### config.mk
export PLATFORM = sky130hd
export DESIGN_NAME = tmr_cc_top
export DESIGN_NICKNAME = d
export VERILOG_FILES = /design/src/rtl/tmr_cc_pkg.sv /design/src/rtl/tmr_cc_counter.sv /design/src/rtl/tmr_cc_capture.sv /design/src/rtl/tmr_cc_compare.sv /design/src/rtl/tmr_cc_flag.sv /design/src/rtl/tmr_cc_top.sv
export SDC_FILE = /design/constraint.sdc
export NUM_CORES = 1
export LEC_CHECK = 0
export BUFFER_PORTS_ARGS = -buffer_cell sky130_fd_sc_hd__buf_2
export CORE_AREA = 2 2 120 134
export CTS_BUF_LIST = sky130_fd_sc_hd__clkbuf_2
export DETAILED_ROUTE_END_ITERATION = 7
export DIE_AREA = 0 0 122 136
export MAX_ROUTING_LAYER = met4
export SLEW_MARGIN = 5
export SYNTH_ARGS = -nofsm -noshare
export SYNTH_HDL_FRONTEND = slang
export SYNTH_SLANG_ARGS = --single-unit
### constraint.sdc
create_clock -name clk -period 5 [get_ports clk]
set_input_delay 1 -clock clk [delete_from_list [all_inputs] [get_ports clk]]
set_output_delay 1 -clock clk [all_outputs]
set_load 0.01 [all_outputs]
### src/rtl/tmr_cc_pkg.sv
package tmr_cc_pkg;

    localparam int CNT_W    = 16;
    localparam int NUM_CH   = 2;
    localparam int NUM_FLAG = 5;
    localparam int ADDR_W   = 4;
    localparam int DATA_W   = 8;

    // flag index i maps to status bit (7 - i)
    localparam int FI_CAP1 = 0;
    localparam int FI_CMP1 = 1;
    localparam int FI_OVF  = 2;
    localparam int FI_CAP2 = 3;
    localparam int FI_CMP2 = 4;

    localparam logic [ADDR_W-1:0] A_CNT_HI  = 4'h0;
    localparam logic [ADDR_W-1:0] A_CNT_LO  = 4'h1;
    localparam logic [ADDR_W-1:0] A_ALT_HI  = 4'h2;
    localparam logic [ADDR_W-1:0] A_ALT_LO  = 4'h3;
    localparam logic [ADDR_W-1:0] A_CAP_HI0 = 4'h4;
    localparam logic [ADDR_W-1:0] A_CMP_HI0 = 4'h8;
    localparam logic [ADDR_W-1:0] A_STATUS  = 4'hC;
    localparam logic [ADDR_W-1:0] A_IRQCTL  = 4'hD;
    localparam logic [ADDR_W-1:0] A_GLBEN   = 4'hE;

    typedef enum logic [1:0] {
        FL_IDLE    = 2'd0,
        FL_PENDING = 2'd1,
        FL_ARMED   = 2'd2
    } flag_state_e;

    function automatic logic [ADDR_W-1:0] cap_hi_addr(input int ch);
        return A_CAP_HI0 + ADDR_W'(2 * ch);
    endfunction

    function automatic logic [ADDR_W-1:0] cmp_hi_addr(input int ch);
        return A_CMP_HI0 + ADDR_W'(2 * ch);
    endfunction

    // low-byte address whose access completes the clear of a flag
    function automatic logic [ADDR_W-1:0] clear_addr(input int fi);
        case (fi)
            FI_CAP1: return cap_hi_addr(0) + 1'b1;
            FI_CMP1: return cmp_hi_addr(0) + 1'b1;
            FI_OVF:  return A_CNT_LO;
            FI_CAP2: return cap_hi_addr(1) + 1'b1;
            default: return cmp_hi_addr(1) + 1'b1;
        endcase
    endfunction

endpackage

### src/rtl/tmr_cc_counter.sv
module tmr_cc_counter
    import tmr_cc_pkg::*;
#(
    parameter int W = CNT_W
) (
    input  logic         clk,
    input  logic         rst_n,
    output logic [W-1:0] cnt,
    output logic         wrap_ev
);

    always_ff @(posedge clk or negedge rst_n) begin
        if (!rst_n) begin
            cnt <= '0;
        end else begin
            cnt <= cnt + 1'b1;
        end
    end

    // the next edge takes the counter from all-ones to zero
    assign wrap_ev = &cnt;

endmodule

### src/rtl/tmr_cc_capture.sv
module tmr_cc_capture
    import tmr_cc_pkg::*;
#(
    parameter int W   = CNT_W,
    parameter int NCH = NUM_CH
) (
    input  logic                    clk,
    input  logic                    rst_n,
    input  logic [NCH-1:0]          cap_in,
    input  logic [W-1:0]            cnt,
    output logic [NCH-1:0][W-1:0]   cap_val,
    output logic [NCH-1:0]          cap_ev
);

    for (genvar ch = 0; ch < NCH; ch++) begin : g_cap
        always_ff @(posedge clk or negedge rst_n) begin
            if (!rst_n) begin
                cap_val[ch] <= '0;
            end else if (cap_in[ch]) begin
                cap_val[ch] <= cnt;
            end
        end
    end

    assign cap_ev = cap_in;

endmodule

### src/rtl/tmr_cc_compare.sv
module tmr_cc_compare
    import tmr_cc_pkg::*;
#(
    parameter int W   = CNT_W,
    parameter int NCH = NUM_CH,
    parameter int DW  = DATA_W
) (
    input  logic                    clk,
    input  logic                    rst_n,
    input  logic [NCH-1:0]          wr_hi,
    input  logic [NCH-1:0]          wr_lo,
    input  logic [DW-1:0]           wdata,
    input  logic [W-1:0]            cnt,
    output logic [NCH-1:0][W-1:0]   cmp_val,
    output logic [NCH-1:0]          match_ev
);

    for (genvar ch = 0; ch < NCH; ch++) begin : g_cmp
        always_ff @(posedge clk or negedge rst_n) begin
            if (!rst_n) begin
                cmp_val[ch] <= '1;
            end else begin
                if (wr_hi[ch]) cmp_val[ch][W-1:DW] <= wdata;
                if (wr_lo[ch]) cmp_val[ch][DW-1:0] <= wdata;
            end
        end
        assign match_ev[ch] = (cnt == cmp_val[ch]);
    end

endmodule

### src/rtl/tmr_cc_flag.sv
module tmr_cc_flag
    import tmr_cc_pkg::*;
(
    input  logic clk,
    input  logic rst_n,
    input  logic set_ev,
    input  logic st_rd,
    input  logic clr_acc,
    output logic flag
);

    flag_state_e state_q, state_d;

    // state register
    always_ff @(posedge clk or negedge rst_n) begin
        if (!rst_n) begin
            state_q <= FL_IDLE;
        end else begin
            state_q <= state_d;
        end
    end

    // next state
    always_comb begin
        state_d = state_q;
        unique case (state_q)
            FL_IDLE: begin
                if (set_ev) state_d = FL_PENDING;          // T_SET
            end
            FL_PENDING: begin
                if (!set_ev && st_rd) state_d = FL_ARMED;  // T_ARM
            end
            FL_ARMED: begin
                if (set_ev)       state_d = FL_PENDING;    // T_RESET_ARM
                else if (clr_acc) state_d = FL_IDLE;       // T_CLEAR
            end
            default: state_d = FL_IDLE;
        endcase
    end

    // output
    always_comb begin
        flag = (state_q != FL_IDLE);
    end

endmodule

### src/rtl/tmr_cc_top.sv
module tmr_cc_top
    import tmr_cc_pkg::*;
(
    input  logic        clk,
    input  logic        rst_n,
    input  logic [1:0]  cap_in,
    input  logic [3:0]  bus_addr,
    input  logic        bus_rd,
    input  logic        bus_wr,
    input  logic [7:0]  bus_wdata,
    output logic [7:0]  bus_rdata,
    output logic        irq_ext,
    output logic        irq_tmr
);

    localparam int HB = CNT_W - 1;
    localparam int LB = DATA_W - 1;

    logic [CNT_W-1:0]              cnt_q;
    logic                          wrap_ev;
    logic [NUM_CH-1:0][CNT_W-1:0]  cap_val;
    logic [NUM_CH-1:0]             cap_ev;
    logic [NUM_CH-1:0][CNT_W-1:0]  cmp_val;
    logic [NUM_CH-1:0]             match_ev;
    logic [NUM_CH-1:0]             cmp_wr_hi, cmp_wr_lo;
    logic [NUM_FLAG-1:0]           flag_ev, flag_q, flag_en, clr_acc;
    logic [DATA_W-1:0]             status_b;
    logic [DATA_W-1:0]             irqctl_q;
    logic [2:0]                    glben_q;
    logic                          st_rd, bus_acc, irq_any;

    assign bus_acc = bus_rd | bus_wr;
    assign st_rd   = bus_rd && (bus_addr == A_STATUS);

    tmr_cc_counter #(.W(CNT_W)) u_cnt (
        .clk     (clk),
        .rst_n   (rst_n),
        .cnt     (cnt_q),
        .wrap_ev (wrap_ev)
    );

    tmr_cc_capture #(.W(CNT_W), .NCH(NUM_CH)) u_cap (
        .clk     (clk),
        .rst_n   (rst_n),
        .cap_in  (cap_in),
        .cnt     (cnt_q),
        .cap_val (cap_val),
        .cap_ev  (cap_ev)
    );

    for (genvar ch = 0; ch < NUM_CH; ch++) begin : g_cmpdec
        assign cmp_wr_hi[ch] = bus_wr && (bus_addr == cmp_hi_addr(ch));
        assign cmp_wr_lo[ch] = bus_wr && (bus_addr == cmp_hi_addr(ch) + 1'b1);
    end

    tmr_cc_compare #(.W(CNT_W), .NCH(NUM_CH), .DW(DATA_W)) u_cmp (
        .clk      (clk),
        .rst_n    (rst_n),
        .wr_hi    (cmp_wr_hi),
        .wr_lo    (cmp_wr_lo),
        .wdata    (bus_wdata),
        .cnt      (cnt_q),
        .cmp_val  (cmp_val),
        .match_ev (match_ev)
    );

    // event routing into flag slots
    assign flag_ev[FI_CAP1] = cap_ev[0];
    assign flag_ev[FI_CMP1] = match_ev[0];
    assign flag_ev[FI_OVF]  = wrap_ev;
    assign flag_ev[FI_CAP2] = cap_ev[1];
    assign flag_ev[FI_CMP2] = match_ev[1];

    for (genvar fi = 0; fi < NUM_FLAG; fi++) begin : g_flag
        assign clr_acc[fi] = bus_acc && (bus_addr == clear_addr(fi));
        tmr_cc_flag u_flag (
            .clk     (clk),
            .rst_n   (rst_n),
            .set_ev  (flag_ev[fi]),
            .st_rd   (st_rd),
            .clr_acc (clr_acc[fi]),
            .flag    (flag_q[fi])
        );
        assign status_b[DATA_W-1-fi] = flag_q[fi];
    end
    assign status_b[DATA_W-NUM_FLAG-1:0] = '0;

    // control bytes
    always_ff @(posedge clk or negedge rst_n) begin
        if (!rst_n) begin
            irqctl_q <= '0;
            glben_q  <= '0;
        end else if (bus_wr) begin
            if (bus_addr == A_IRQCTL) irqctl_q <= {bus_wdata[7:4], 3'b000, bus_wdata[0]};
            if (bus_addr == A_GLBEN)  glben_q  <= bus_wdata[2:0];
        end
    end

    // group enables override per-channel ones
    assign flag_en[FI_CAP1] = glben_q[1] | irqctl_q[7];
    assign flag_en[FI_CMP1] = glben_q[0] | irqctl_q[6];
    assign flag_en[FI_CAP2] = glben_q[1] | irqctl_q[5];
    assign flag_en[FI_CMP2] = glben_q[0] | irqctl_q[4];
    assign flag_en[FI_OVF]  = glben_q[2];

    assign irq_any = |(flag_q & flag_en);
    assign irq_ext = irq_any & ~irqctl_q[0];
    assign irq_tmr = irq_any &  irqctl_q[0];

    // read data
    always_comb begin
        bus_rdata = '0;
        unique case (bus_addr)
            4'h0, 4'h2: bus_rdata = cnt_q[HB:DATA_W];
            4'h1, 4'h3: bus_rdata = cnt_q[LB:0];
            4'h4:       bus_rdata = cap_val[0][HB:DATA_W];
            4'h5:       bus_rdata = cap_val[0][LB:0];
            4'h6:       bus_rdata = cap_val[1][HB:DATA_W];
            4'h7:       bus_rdata = cap_val[1][LB:0];
            4'h8:       bus_rdata = cmp_val[0][HB:DATA_W];
            4'h9:       bus_rdata = cmp_val[0][LB:0];
            4'hA:       bus_rdata = cmp_val[1][HB:DATA_W];
            4'hB:       bus_rdata = cmp_val[1][LB:0];
            4'hC:       bus_rdata = status_b;
            4'hD:       bus_rdata = irqctl_q;
            4'hE:       bus_rdata = {5'b00000, glben_q};
            default:    bus_rdata = '0;
        endcase
    end

endmodule

; Word-level counts from Yosys, hierarchy flattened
; Cells that the tools add are included.
[op_classes]
addsub = 1
n_eq_ne = 41
n_reduce_logical = 42
n_mul = 0
n_mux = 26
order_cmp = 0
shifts = 0
div_mod_pow = 0
n_bitwise = 9
[op_table]
columns = operator, n
row1 = $pmux W8 S13, 1
row2 = $mux W2, 20
row3 = $eq A16 B16 Y1, 2
row4 = $pmux W2 S3, 5
row5 = $eq A4 B4 Y1 const B, 7
row6 = $add A16 B1 Y16 const B, 1
row7 = $eq A4 B3 Y1 const B, 4
row8 = $ne A2 B1 Y1 const B, 8
row9 = $reduce_and A16 Y1, 1
row10 = $logic_and A1 B1 Y1, 15
row11 = $reduce_and A3 Y1, 5
row12 = $eq A2 B1 Y1 const B, 5
row13 = $eq A2 B2 Y1 const B, 5
row14 = $logic_not A2 Y1, 5
row15 = $reduce_bool A2 Y1, 5
row16 = $ne A3 B1 Y1 const B, 3
row17 = $eq A4 B2 Y1 const B, 2
row18 = $ne A3 B2 Y1 const B, 2
row19 = $and A5 B5 Y5, 1
row20 = $logic_not A1 Y1, 5
row21 = $or A1 B1 Y1, 5
row22 = $reduce_or A5 Y1, 1
row23 = $eq A4 B1 Y1 const B, 1
row24 = $logic_not A4 Y1, 1
row25 = 5 further kinds, 9
[totals]
latchBits = 0
rom_bits = 0
wordCells = 133
output_inout_bits = 10
n_memories = 0
ram_bits = 0
regBits = 98

; Depth between registers and ports, before layout
; Gate-level depths: netlist (run 1).
[logic_depth]
ltp_word = 5
ltp_mapped = 7
ltp_nobuf = 4

; Hierarchy
; Synthesis (run 1) repeated with hierarchy kept, for this count alone.
[unflattened]
cells_unflattened = 457
hier_area_um2 = 5436.5
[by_module_without_submodules]
columns = module, area_each_um2, n_inst, cells_per_inst
row1 = tmr_cc_compare, 1570.3, 1, 110
row2 = tmr_cc_top, 1363.8, 1, 177
row3 = tmr_cc_capture, 1313.8, 1, 70
row4 = tmr_cc_counter, 706.9, 1, 60
row5 = tmr_cc_flag, 96.3, 5, 8

; Least setup slack after synthesis (run 1)
; Ideal clock, no wire load.
[synth_timing]
kind = input to output
start = input bus_addr[1]
end = output bus_rdata[4]
n_path_buf = 2
arrival_time_ns = 2.176
path_stages = 5
slack_ns = 1.824
path_cell_list = buf_2 -> buf_2 -> mux2_2 -> a221oi_1 -> o311ai_0
[synth_via]
elab_chain_len = 3
[synth_rtl]
columns = item, line
row1 = start: declaration, tmr_cc_top.sv:7  ; input logic [3:0] bus_addr,
row2 = "$eq A4 B1 Y1, or another cell as far along", tmr_cc_top.sv:113  ; unique case (bus_addr)
row3 = $reduce_or A2 Y1, tmr_cc_top.sv:113
row4 = $pmux W8 S13 (*), tmr_cc_top.sv:113
row5 = end: declaration, tmr_cc_top.sv:11  ; output logic [7:0] bus_rdata,
; Mark *: on every way between the ends. The rest lies on a longest branch, timed or not.

; Final worst setup path (run 1)
[layout_timing]
start = input bus_addr[0]
end = output bus_rdata[3]
; The elaborated chain is that of the path after synthesis.

==> results of run 1 <==
==> worst max path at each step <==
stage,to,slack (ns),cells after the start
finish,bus_rdata[3],0.99,6
global placement,bus_rdata[3],1.08,6
CTS,bus_rdata[3],1.06,6
floorplan,bus_rdata[4],1.82,5
global route,bus_rdata[3],0.91,6
detailed placement,bus_rdata[3],1.06,6
==> stage by stage <==
stage / total power [uW] / std cells / util (%) / worst slack (ns) / hold slack [ns]
after floorplan: 1250 / 457 / - / 1.82 / 0.464
after global placement: 1370 / 646 / 35.6 / 1.08 / 0.486
after detailed placement: 1380 / 646 / 35.6 / 1.06 / 0.495
after CTS: 1750 / 662 / 36.2 / 1.06 / 0.384
after global routing: 1820 / 664 / 36.3 / 0.908 / 0.425
final: 1730 / 664 / 36.3 / 0.991 / 0.409
==> registers in the layout (all words and copies together) (netlist names) <==
name,flops
u_cap.cap_val,32
u_cmp.cmp_val,32
u_cnt.cnt,16
g_flag.u_flag.state_q,10
irqctl_q,5
glben_q,3
==> power breakdown <==
| part | switching [uW] | internal (uW) |
|---|---|---|
| Clock | 247 | 113 |
| Combinational | 157 | 163 |
| Sequential | 120 | 931 |
==> layout by cell type (no fill, tap or decap), types with 2 or more instances in the layout <==
cell type	count
nand4_1	5
a21oi_1	13
mux2i_1	6
nor2_1	8
and4_1	4
a22oi_1	7
buf_2	26
a22o_1	3
xor2_1	35
and2_1	2
a211o_1	2
nor4_1	8
inv_1	3
clkinv_1	5
buf_4	3
a32oi_1	7
diode_2	2
a221oi_1	4
a32o_1	2
a222oi_1	2
nand3b_1	6
dfstp_2	32
xnor2_1	11
nor2b_1	10
nor3_1	2
o21ai_0	11
nand3_1	23
a21boi_0	3
a31oi_1	2
nor3b_1	2
clkbuf_2	11
or4_1	2
nand2_1	23
o22ai_1	4
mux2_2	79
nor2_2	2
and3_1	4
dfrtp_1	66
==> layer usage <==
metal / routed length [um] / GRT usage, % / share of wire [%] / up-vias
met5: 0 / - / 0 / -
met4: 354 / 7.09 / 2.6 / 0
met2: 6590 / 28.5 / 49 / 134
li1: - / - / - / 1665
met1: 5820 / 22.2 / 43 / 1844
met3: 685 / 3.15 / 5.1 / 30
==> area by class of cell <==
| class | instances | area, sq um |
|---|---|---|
| Inverter | 4 | 15.0 |
| Antenna cell | 2 | 5.00 |
| Timing Repair Buffer | 29 | 153 |
| Multi-Input combinational cell | 315 | 2540 |
| Tap cell | 200 | 250 |
| Fill cell | 1530 | 9760 |
| Clock buffer | 11 | 55.1 |
| Sequential cell | 98 | 2490 |
| Clock inverter | 5 | 45.0 |
==> logic make-up after synthesis <==
kind of cell	count (synthesis)
xor gates and xnor gates	46
buffers and inverters	44
adders and majority gates	1
muxes	87
and+or+nand+nor	107
DFF	98
AOI/OAI and AO/OA	74
==> flow_metrics.py, run 1 <==
metrics = {
    "worst_setup_path": {
        "cp_max_fo": 38,
        "cp_data_required_time_ns": 4.00,
        "r2r-start": "u_cnt.cnt[7]",
        "regToRegSetupSlack_ns": 3.25,
        "worstRegToRegCells": 4,
        "crit_start": "bus_addr[0]",
        "path_cells": "buf_2, nor2b_1, a22oi_1, o221a_2, o21ai_0, buf_2",
        "critical_path.top_delay_family": "buffers and inverters",
        "crit_path_end_kind": "output port",
        "slowest_stage": "nor2b_1",
        "cpMostUsedCell": "buf_2",
        "start_kind": "input pin",
        "critical_path.max_stage_delay_ns": 0.65,
        "crit_type": "in2out",
        "cp.arrival_ns": 3.01,
        "crit_buf_inv": 2,
        "reg2reg_to": "g_flag[4].u_flag.state_q[1]",
    },
    "status": {
        "outcome": "complete, no violations",
    },
    "sta": {
        "fin_crit_ns": 4.01,
        "slew_viol_final": 0,
        "max_slew_margin_pct": 40.8,
        "rsz0062_at_grt": "no",
        "fmax_mhz": 249,
        "setup_viol": 0,
        "final.setup_skew_ns": 0.0198,
        "final_min_period_over_clock_period_pct": 80.2,
        "hold_viol": 0,
        "tns_ns": 0,
        "worst_pin_slew_ns": 0.886,
    },
    "die": {
        "rows": 48,
        "start_util_pct": 34.2,
        "io_pins": 28,
        "die_h_um": 136,
        "core_area_sq_mm": 0.0153,
        "die_area_sq_mm": 0.0166,
        "die_width_um": 122,
    },
    "yosys": {
        "synth_area_leaders": "dfrtp_1 32%, mux2_2 17%, dfstp_2 16%, xor2_1 5.8%, nand3_1 2.2%",
        "synth.yosys.warnings": 0,
        "synth_fa_ha_area_share_pct": 0.239,
        "yosys.area_share.simple_pct": 11.5,
        "synth_flop_cell": "dfrtp_1",
        "synth_top_area_share_pct": 31.5,
        "async_flop_share_pct": 100,
        "syn_avg_cell_area_sq_um": 11.5,
        "synth.largest_area_cell": "dfrtp_1",
        "synthXorXnorAreaFrac_pct": 7.69,
        "ys_seq_elements": 98,
        "synth_top_family_by_area": "multiplexers",
        "synth_edf_count": 0,
        "postSynthCellCount": 457,
        "synthMostInstantiatedCell": "mux2_2",
        "synth-seq-area-share_pct": 47.6,
        "synth_area_sq_mm": 0.00524,
        "syn_nets": 476,
        "yosys-top-cells-count": "79 x mux2_2, 66 x dfrtp_1, 35 x xor2_1",
        "yosysUniqueCellTypes": 62,
        "synthMuxAreaShare_pct": 18.8,
        "synth_compound_area_share_pct": 10.3,
    },
    "routing": {
        "drc_errors": 0,
        "wirelength_um": 13400,
        "num_vias": 3673,
        "dr.first_iter.drc_count": 281,
        "ant_nets": 0,
        "firstDrtPassIters": 5,
        "wire_per_inst_um": 20.2,
        "vias_per_cell": 5.53,
    },
    "cells_and_area": {
        "nNetsFinal": 476,
        "syn_to_final_growth_pct": 5.99,
        "drive_gt1_share_pct": 34.6,
        "final_area_sq_mm": 0.00556,
    },
    "global_route": {
        "grt_max_degree": 52,
        "grt_pass1_vias": 3745,
        "grt_overflow": 0,
        "antenna_found_initial": 2,
        "grt_pass1_wl_um": 21600,
        "grt.total_usage_pct": 17.8,
    },
    "place": {
        "hpwlAfterDp_um": 9940,
        "postPlaceCellArea_sq_mm": 0.00545,
        "port-buffer-count": 27,
        "place_congestion": 0.904,
    },
    "clock_tree": {
        "cts_tree": "built",
        "clkSinkCount": 98,
        "cts_hold_buf": 0,
        "post_cts_buffers": 0,
        "cts_resized": 0,
        "cts_root_buf": "clkbuf_2",
        "clk_path_buf_depth": 2,
        "htree_levels": 3,
        "clkSlewWorstSetupHoldPaths_ns": 0.22,
        "worstSkewPairLatency_ns": 0.57,
        "cts_made_buffers": 9,
    },
    "power_and_ir_drop": {
        "peakVddDrop_uv": 114,
        "p_leak_uw": 0.00239,
        "powerDensity_mw_per_mm2": 312,
    },
    "flow_run": {
        "cap_violations": 0,
    },
    "worst_hold_path": {
        "hold_path.class": "in2async",
    },
}
(Power assumes the default switching activity.)
==> run 2: changes to the inputs <==
==> constraint.sdc (replaced) <==
create_clock -name clk -period 4.21 [get_ports clk]
set_input_delay 0.842 -clock clk [delete_from_list [all_inputs] [get_ports clk]]
set_output_delay 0.842 -clock clk [all_outputs]
set_load 0.01 [all_outputs]
==> run 2 against run 1 <==
Net effect: final area grew 0.56%; worst setup slack lost 0.36 ns; final cell count grew 0.15%; sequential power grew 19%; global-route usage grew 0.49 points; hold slack lost 0.090 ns; utilization grew 0.20 points; combinational power grew 19%; register-to-register slack lost 0.85 ns; sequential share of layout area shrank 0.25 points; non-clock buffer count grew 2; total power grew 21%; critical path type unchanged; largest cell class unchanged.
==> flow_metrics.py, run 2 (same netlist as run 1, synthesis figures left out) <==
metrics = {
    "routing": {
        "vias_per_cell": 5.49,
        "wire_per_inst_um": 20.8,
        "num_vias": 3654,
        "ant_nets": 0,
        "drc_errors": 0,
        "firstDrtPassIters": 5,
        "dr.first_iter.drc_count": 364,
        "wirelength_um": 13800,
    },
    "cells_and_area": {
        "layout_commonest_cell": "mux2_2",
        "nNetsFinal": 478,
        "drive_gt1_share_pct": 35.8,
        "layout_common_cells": "79 x mux2_2, 66 x dfrtp_1, 35 x xor2_1",
        "reg.largest.list": "u_cap.cap_val (32), u_cmp.cmp_val (32), u_cnt.cnt (16)",
        "final_area_sq_mm": 0.00559,
        "syn_to_final_growth_pct": 6.59,
    },
    "sta": {
        "fmax_mhz": 279,
        "final_min_period_over_clock_period_pct": 85.1,
        "final.setup_skew_ns": 0.0311,
        "worst_pin_slew_ns": 0.922,
        "slew_viol_final": 0,
        "max_slew_margin_pct": 38.6,
        "rsz0062_at_grt": "no",
        "hold_viol": 0,
        "tns_ns": 0,
        "fin_crit_ns": 3.58,
        "setup_viol": 0,
    },
    "power_and_ir_drop": {
        "powerDensity_mw_per_mm2": 376,
        "p_leak_uw": 0.00241,
        "peakVddDrop_uv": 139,
    },
    "die": {
        "start_util_pct": 34.2,
        "io_pins": 28,
        "die_h_um": 136,
        "core_area_sq_mm": 0.0153,
        "rows": 48,
        "die_width_um": 122,
        "die_area_sq_mm": 0.0166,
    },
    "clock_tree": {
        "cts_tree": "built",
        "post_cts_buffers": 0,
        "cts_made_buffers": 9,
        "cts_hold_buf": 0,
        "worstSkewPairLatency_ns": 0.60,
        "clkSinkCount": 98,
        "clkSlewWorstSetupHoldPaths_ns": 0.27,
        "cts_root_buf": "clkbuf_2",
        "clk_path_buf_depth": 2,
        "cts_resized": 0,
        "htree_levels": 3,
    },
    "global_route": {
        "grt_overflow": 0,
        "grt_max_degree": 75,
        "grt.total_usage_pct": 18.2,
        "grt_pass1_wl_um": 21800,
        "grt_pass1_vias": 3696,
        "antenna_found_initial": 1,
    },
    "worst_hold_path": {
        "hold_path.class": "in2async",
    },
    "worst_setup_path": {
        "cp.arrival_ns": 2.74,
        "crit_type": "in2out",
        "cp_data_required_time_ns": 3.37,
        "cp_max_fo": 29,
        "crit_path_end_kind": "output port",
        "start_kind": "input pin",
    },
    "place": {
        "hpwlAfterDp_um": 10200,
        "postPlaceCellArea_sq_mm": 0.00547,
        "place_congestion": 0.916,
        "port-buffer-count": 27,
    },
    "flow_run": {
        "cap_violations": 0,
    },
    "status": {
        "outcome": "complete, no violations",
    },
}
-- run 2: cell types whose count changed in the layout (fill, tap and decap cells not counted) --
cell | previous run | this run
inv_6 | 0 | 1
diode_2 | 2 | 1
clkinvlp_4 | 0 | 1
clkinv_1 | 5 | 1
clkinv_4 | 0 | 2
buf_4 | 3 | 5
-- run 2: final cells by class --
type                    count  area (sq um)
flip-flops and latches     98          2490
fillers                  1511          9730
diodes                      1          2.50
inverters                   4          15.0
well taps                 200           250
clock inverters             5          63.8
repair buffers             31           168
multi-input cells         315          2540
clock buffers              11          55.1
-- run 2: worst paths after layout --
kind | slack (ns) | startpoint | to | cells after the start
max in group asynchronous | 2.99 | rst_n | g_flag[1].u_flag.state_q[1] | 2
hold / removal | 0.32 | rst_n | u_cnt.cnt[10] | 1
hold reg to reg | 0.53 | u_cap.cap_val[1] | u_cap.cap_val[1] | 1
setup / recovery | 0.63 | bus_addr[0] | bus_rdata[3] | 6
min in group clk | 0.52 | bus_wdata[1] | u_cmp.cmp_val[17] | 2
setup reg to reg | 2.40 | u_cnt.cnt[7] | g_flag[1].u_flag.state_q[1] | 4
-- run 2: metrics by stage --
stage	power, uW	hold slack [ns]	setup WS, ns	util [%]	cells
after floorplan	1480	0.464	1.35	-	457
after global placement	1640	0.491	0.719	35.7	648
after detailed placement	1650	0.490	0.685	35.7	648
after CTS	2120	0.330	0.679	36.5	664
after global routing	2210	0.329	0.560	36.5	665
final	2100	0.318	0.628	36.5	665
-- run 2: where the power goes --
group	switching [uW]	leakage [uW]	internal, uW
Clock	318	0.0000727	146
Combinational	187	0.00115	195
Sequential	148	0.00119	1110
Total	653	0.00241	1450
-- run 2: critical path, stage by stage --
cell,delay [ns]
buf_2,0.43
nor2b_1,0.65
a22oi_1,0.19
o221a_2,0.30
o21ai_0,0.12
buf_2,0.19
-- run 2: layer usage --
metal / global-route usage [%] / share of wire (%) / up-vias
met4: 7.54 / 3.4 / 0
met1: 23.2 / 43 / 1826
met2: 29.1 / 49 / 129
met5: - / 0 / -
met3: 2.73 / 5.1 / 34
li1: - / - / 1665
